$ cat config.mk
export PLATFORM = sky130hd
export DESIGN_NAME = grp_irq_encoder
export DESIGN_NICKNAME = d
export VERILOG_FILES = /design/src/rtl/grp_irq_pkg.sv /design/src/rtl/grp_irq_prienc.sv /design/src/rtl/grp_irq_regs.sv /design/src/rtl/grp_irq_sort.sv /design/src/rtl/grp_irq_encoder.sv
export SDC_FILE = /design/constraint.sdc
export NUM_CORES = 1
export LEC_CHECK = 0
export CAP_MARGIN = 10
export CELL_PAD_IN_SITES_DETAIL_PLACEMENT = 0
export CELL_PAD_IN_SITES_GLOBAL_PLACEMENT = 1
export CORE_UTILIZATION = 30
export DETAILED_ROUTE_END_ITERATION = 10
export HOLD_SLACK_MARGIN = 0.08
export PLACE_DENSITY_LB_ADDON = 0.1
export SETUP_SLACK_MARGIN = 0.2
export SLEW_MARGIN = 20
export SYNTH_ARGS = -nofsm -noshare
export SYNTH_HDL_FRONTEND = slang
export SYNTH_SLANG_ARGS = --single-unit
$ cat constraint.sdc
create_clock -name clk -period 2.86 [get_ports clk]
set_clock_uncertainty 0.15 [all_clocks]
set_input_delay 0.429 -clock clk [delete_from_list [all_inputs] [get_ports clk]]
set_output_delay 0.429 -clock clk [all_outputs]
set_load 0.005 [all_outputs]
$ cat src/rtl/grp_irq_pkg.sv
package grp_irq_pkg;
    localparam int STAT_W   = 32;
    localparam int CODE_W   = 5;
    localparam int CRIT_N   = 3;
    localparam int MAIN_N   = 17;
    localparam int PER_N    = 22;
    localparam int BOOST_W  = 2 * PER_N;
    localparam int MAIN_BOOST_SLOT = 4;

    typedef enum logic [1:0] {
        BOOST_NORMAL = 2'd0,
        BOOST_MEDIUM = 2'd1,
        BOOST_HIGH   = 2'd2,
        BOOST_SPARE  = 2'd3
    } boost_e;

    typedef struct packed {
        logic              pend;
        logic [CODE_W-1:0] code;
    } field_t;

    function automatic logic [STAT_W-1:0] pack_status(field_t c, field_t m, field_t p);
        logic [STAT_W-1:0] w;
        w = '0;
        w[10]    = c.pend;
        w[9:8]   = c.pend ? c.code[1:0] : 2'd0;
        w[21]    = m.pend;
        w[20:16] = m.pend ? m.code : '0;
        w[29]    = p.pend;
        w[28:24] = p.pend ? p.code : '0;
        return w;
    endfunction
endpackage

$ cat src/rtl/grp_irq_prienc.sv
module grp_irq_prienc
    import grp_irq_pkg::*;
#(
    parameter int W = 4
) (
    input  logic [W-1:0] vec,
    output field_t       fld
);
    always_comb begin
        fld = '0;
        for (int i = W - 1; i >= 0; i--) begin
            if (vec[i]) begin
                fld.pend = 1'b1;
                fld.code = CODE_W'(i);
            end
        end
    end
endmodule

$ cat src/rtl/grp_irq_regs.sv
module grp_irq_regs
    import grp_irq_pkg::*;
#(
    parameter int MN = MAIN_N,
    parameter int BW = BOOST_W
) (
    input  logic              clk,
    input  logic              rst,
    input  logic              main_we,
    input  logic [MN-1:0]     main_wdata,
    input  logic              per_we,
    input  logic [STAT_W-1:0] per_wdata,
    input  logic              boost_we,
    input  logic [BW-1:0]     boost_wdata,
    output logic [MN-1:0]     main_mask,
    output logic [STAT_W-1:0] per_mask,
    output logic [BW-1:0]     boost
);
    always_ff @(posedge clk) begin
        if (rst) begin
            main_mask <= '1;
            per_mask  <= '1;
            boost     <= '0;
        end else begin
            if (main_we)  main_mask <= main_wdata;
            if (per_we)   per_mask  <= per_wdata;
            if (boost_we) boost     <= boost_wdata;
        end
    end
endmodule

$ cat src/rtl/grp_irq_sort.sv
module grp_irq_sort
    import grp_irq_pkg::*;
#(
    parameter int PN = PER_N
) (
    input  logic [PN-1:0]     per_req,
    input  logic [STAT_W-1:0] per_mask,
    input  logic [2*PN-1:0]   boost,
    output logic [PN-1:0]     cls_norm,
    output logic [PN-1:0]     cls_med,
    output logic [PN-1:0]     cls_high
);
    logic [PN-1:0] live;

    for (genvar n = 0; n < PN; n++) begin : g_src
        if (n == 0) begin : g_always_on
            assign live[n] = per_req[n];
        end else begin : g_masked
            assign live[n] = per_req[n] & ~per_mask[STAT_W-1-n];
        end
        boost_e lvl;
        assign lvl         = boost_e'(boost[2*n +: 2]);
        assign cls_high[n] = live[n] & (lvl == BOOST_HIGH);
        assign cls_med[n]  = live[n] & (lvl == BOOST_MEDIUM);
        assign cls_norm[n] = live[n] & (lvl == BOOST_NORMAL || lvl == BOOST_SPARE);
    end

    logic unused_mask_bits;
    assign unused_mask_bits = ^{per_mask[STAT_W-1], per_mask[STAT_W-PN-1:0]};
endmodule

$ cat src/rtl/grp_irq_encoder.sv
module grp_irq_encoder
    import grp_irq_pkg::*;
(
    input  logic               clk,
    input  logic               rst,
    input  logic [CRIT_N-1:0]  crit_req,
    input  logic [MAIN_N-1:0]  main_req,
    input  logic [PER_N-1:0]   per_req,
    input  logic               main_mask_we,
    input  logic [MAIN_N-1:0]  main_mask_wdata,
    input  logic               per_mask_we,
    input  logic [STAT_W-1:0]  per_mask_wdata,
    input  logic               boost_we,
    input  logic [BOOST_W-1:0] boost_wdata,
    output logic [STAT_W-1:0]  status,
    output logic               irq
);
    logic [MAIN_N-1:0]  main_mask;
    logic [STAT_W-1:0]  per_mask;
    logic [BOOST_W-1:0] boost;
    logic [PER_N-1:0]   cls_norm, cls_med, cls_high;

    grp_irq_regs #(.MN(MAIN_N), .BW(BOOST_W)) i_regs (
        .clk(clk), .rst(rst),
        .main_we(main_mask_we), .main_wdata(main_mask_wdata),
        .per_we(per_mask_we), .per_wdata(per_mask_wdata),
        .boost_we(boost_we), .boost_wdata(boost_wdata),
        .main_mask(main_mask), .per_mask(per_mask), .boost(boost)
    );

    grp_irq_sort #(.PN(PER_N)) i_sort (
        .per_req(per_req), .per_mask(per_mask), .boost(boost),
        .cls_norm(cls_norm), .cls_med(cls_med), .cls_high(cls_high)
    );

    // Critical field: codes 0,1 raw, 2 boosted-high peripheral, 3 raw source 2
    logic [3:0] crit_vec;
    assign crit_vec = {crit_req[2], |cls_high, crit_req[1:0]};

    // Main field: slot 4 is the medium-boost redirection
    logic [MAIN_N-1:0] main_vec;
    for (genvar n = 0; n < MAIN_N; n++) begin : g_main
        if (n == MAIN_BOOST_SLOT) begin : g_slot
            assign main_vec[n] = (|cls_med) & ~main_mask[MAIN_N-1-n];
        end else begin : g_raw
            assign main_vec[n] = main_req[n] & ~main_mask[MAIN_N-1-n];
        end
    end

    // Peripheral field: highest boost class present selects the candidates
    logic [PER_N-1:0] per_vec;
    always_comb begin
        if (|cls_high)     per_vec = cls_high;
        else if (|cls_med) per_vec = cls_med;
        else               per_vec = cls_norm;
    end

    field_t f_crit, f_main, f_per;
    grp_irq_prienc #(.W(4))      i_enc_crit (.vec(crit_vec), .fld(f_crit));
    grp_irq_prienc #(.W(MAIN_N)) i_enc_main (.vec(main_vec), .fld(f_main));
    grp_irq_prienc #(.W(PER_N))  i_enc_per  (.vec(per_vec),  .fld(f_per));

    always_ff @(posedge clk) begin
        if (rst) begin
            status <= '0;
            irq    <= 1'b0;
        end else begin
            status <= pack_status(f_crit, f_main, f_per);
            irq    <= f_crit.pend | f_main.pend | f_per.pend;
        end
    end

    logic unused_main_slot;
    assign unused_main_slot = main_req[MAIN_BOOST_SLOT];
endmodule

==> flow_metrics.env <==
export IMPL_fin_crit_sh_pct=110
export IMPL_multiInputGateArea_mm2=0.00378
export IMPL_final_nets=1147
export IMPL_cts_buffer_depth=2
export IMPL_vias=5704
export IMPL_peakVddDrop_uv=289
export IMPL_start_util_pct=30.5
export IMPL_rsz0062_at_grt="yes"
export IMPL_finalWirelength_mm=19.8
export IMPL_endpoint_kind="register"
export IMPL_min_path_type="register to register"
export IMPL_synth_distinct_cells=55
export IMPL_violations="setup timing"
export IMPL_post_route_util_pct=50.4
export IMPL_finalSetupViolations=7
export IMPL_powerDensity_mw_per_mm2=441
export IMPL_cts_hold_buf=0
export IMPL_synth_cells=658
export IMPL_synth_edf_count=0
export IMPL_die_w_um=140
export IMPL_preCtsSetupSlack_ps=-979
export IMPL_layout_commonest_cell="buf_4"
export IMPL_synth_area_mm2=0.00571
export IMPL_antenna_left=0
export IMPL_drive_gt1_share_pct=29.4
export IMPL_synth_async_reset_ratio_pct=0
export IMPL_diodes=0
export IMPL_synth_largest_area_cell="dfxtp_1"
export IMPL_grt_ovfl_total=0
export IMPL_p_total_mw=4.16
export IMPL_dieArea_mm2=0.0196
export IMPL_regArea_mm2=0.00198
export IMPL_cts_num_sinks=98
export IMPL_max_cap_violations=0
export IMPL_min_period_ps=3160
export IMPL_cp_cell_sequence="inv_2 > ha_4 > nand3b_1 > nand4_1 > nor4_4 > buf_4 > nand2_4 > buf_4 > a211o_1 > a21oi_2 > nand3b_1 > buf_4 > nor4_2 > buf_4"
export IMPL_ys_flop_type="dfxtp_1"
export IMPL_yosys_area_top_type_share_pct=34.3
export IMPL_cts_reportedPaths_clkPinSlew_ps=80
export IMPL_ys_top_cells_by_area="dfxtp_1 (34%), mux2i_1 (14%), ha_1 (9.6%)"
export IMPL_place_hpwl_mm=15.4
export IMPL_final_fill_count=1757
export IMPL_drtIter0Drc=189
export IMPL_cpLargestDelayFamily="simple AND/OR/NAND/NOR gates"
export IMPL_io_pins=173
export IMPL_drt_vias_per_instance=4.75
export IMPL_crit_fanout=3
export IMPL_worstSkewPairLatency_ps=360
export IMPL_critical_path_class="register to register"
export IMPL_core_area_mm2=0.0187
export IMPL_finalHoldViolations=0
export IMPL_grt_antenna_before_repair=0
export IMPL_max_slew_worst_pin_slew_ps=566
export IMPL_fmax_mhz=317
export IMPL_io_buffers=143
export IMPL_slew_violations=0
export IMPL_root_buffer="clkbuf_16"
export IMPL_grt_pass1_wl_mm=30.8
export IMPL_synth_warnings=0
export IMPL_status="finished, violations left"
export IMPL_drt_first_pass_iters=5
export IMPL_worst_hold_slack_ps=314
export IMPL_critPathLaunchType="register"
export IMPL_layout_common_cells="buf_4 (164), clkdlybuf4s50_1 (137), dfxtp_1 (82), mux2i_1 (80), nor2_1 (68)"
export IMPL_htreeDepth=3
export IMPL_numCtsBuffers=9
export IMPL_dieHeight_um=140
export IMPL_worst_path_largest_cell_delay_ps=400
export IMPL_ys_seq_elements=98
export IMPL_avgRoutedWirePerCell_um=16.5
export IMPL_cts_tree="yes"
export IMPL_required_ps=3010
export IMPL_setup_ws_ps=-298
export IMPL_gp_congestion=0.838
export IMPL_grtUsageTotal_pct=20.4
export IMPL_finalNonFillerCells=1202
export IMPL_leakage_nw=4.16
export IMPL_grt_max_degree=31
export IMPL_cp_buffers_inverters=5
export IMPL_drc_errors=0
export IMPL_syn_to_final_growth_pct=65.0
export IMPL_num_rows=50
export IMPL_relSlewSlack_pct=62.3
export IMPL_first_global_vias=5803
export IMPL_syn_area_per_cell_um2=8.68
export IMPL_placedCellCount=1144
export IMPL_worstPathArrival_ps=3310
export IMPL_seq_area_frac_synth_pct=34.3
export IMPL_critPathSlowestCell="nor4_4"
export IMPL_crit_top_cell="buf_4"
-- final cells by class --
cell class	count	area share [%]
Timing Repair Buffer	321	30.0
Inverter	60	2.39
Multi-Input combinational cell	473	40.1
Tap cell	234	3.11
Sequential cell	98	21.0
Clock buffer	10	2.54
Clock inverter	6	0.850
-- state kept, by name (all words and copies together), names as in the netlist --
| register | count |
|---|---|
| i_regs.boost | 44 |
| i_regs.main_mask | 17 |
| i_regs.per_mask | 21 |
| status | 15 |
| irq | 1 |
-- power breakdown --
part           total (mW)  leakage [nW]  switching (mW)  internal [mW]
Clock                1.32         0.155           0.599          0.725
Sequential           1.52         0.816          0.0571           1.46
Combinational        1.31          3.19           0.570          0.744
-- worst register-to-register path, delay by kind of cell (launching register included) --
| kind | cells | cell delay [ps] |
|---|---|---|
| AO/OA/AOI/OAI | 2 | 450 |
| adder cells (fa/ha/maj) | 1 | 150 |
| buffers and inverters | 5 | 750 |
| flip-flops | 1 | 340 |
| AND/OR/NAND/NOR | 6 | 1260 |
-- stage by stage --
stage	cell area (um^2)	TNS [ps]
2_1_floorplan	5800	-9.85
6_report	9420	-1690
3_5_place_dp	8310	-6630
5_1_grt	9420	-2790
3_3_place_gp	8310	-6560
4_1_cts	9180	-1750
-- cell usage after synthesis, drive strengths merged (3+ instances only) --
cell	number
a21oi	19
a2111oi	4
o211ai	5
nand3	5
a211oi	6
o2111ai	5
nor2	73
nor4b	5
a22oi	3
nand3b	34
buf	24
o21bai	3
mux2i	80
ha	44
a21boi	5
nand2	51
nand4	6
a311oi	5
nor4	9
and3	5
inv	60
nor3	11
a31o	3
a31oi	11
nand2b	12
o21ai	12
nor2b	17
dfxtp	98
clkbuf	19
-- what timing repair did --
item,CTS,global route
setup buffers,33,9
endpoints found under the hold margin,0,0
resized for setup,76,33
pin swaps,31,22
setup endpoints to repair,10,13
-- kinds of logic (layout without fill, tap and decap cells) --
logic type | Yosys count | after routing | synth area share (%)
other | 1 | 17 | 0.0656
AOI/OAI and AO/OA | 94 | 94 | 11.6
DFF | 98 | 98 | 34.3
muxes | 80 | 80 | 14.0
adders and majority gates | 44 | 44 | 9.64
buffers and inverters | 103 | 397 | 8.02
and+or+nand+nor | 238 | 238 | 22.3
-- worst paths after layout --
path	cells past startpoint	start	slack (ps)	end
hold / removal	2	i_regs.main_mask[5]	310	i_regs.main_mask[5]
setup / recovery	14	i_regs.boost[16]	-300	status[28]
setup reg to reg	14	i_regs.boost[16]	-300	status[28]
hold reg to reg	2	i_regs.main_mask[5]	310	i_regs.main_mask[5]
-- layer usage --
layer / vias up / track usage [%] / share of wire [%]
met2: 120 / 35.6 / 49
met1: 2707 / 26.1 / 46
met4: 0 / 6.36 / 1.2
met3: 12 / 2.77 / 3.6
met5: - / 0 / 0
li1: 2865 / - / -
No activity file was read; power rests on OpenSTA's default activity.
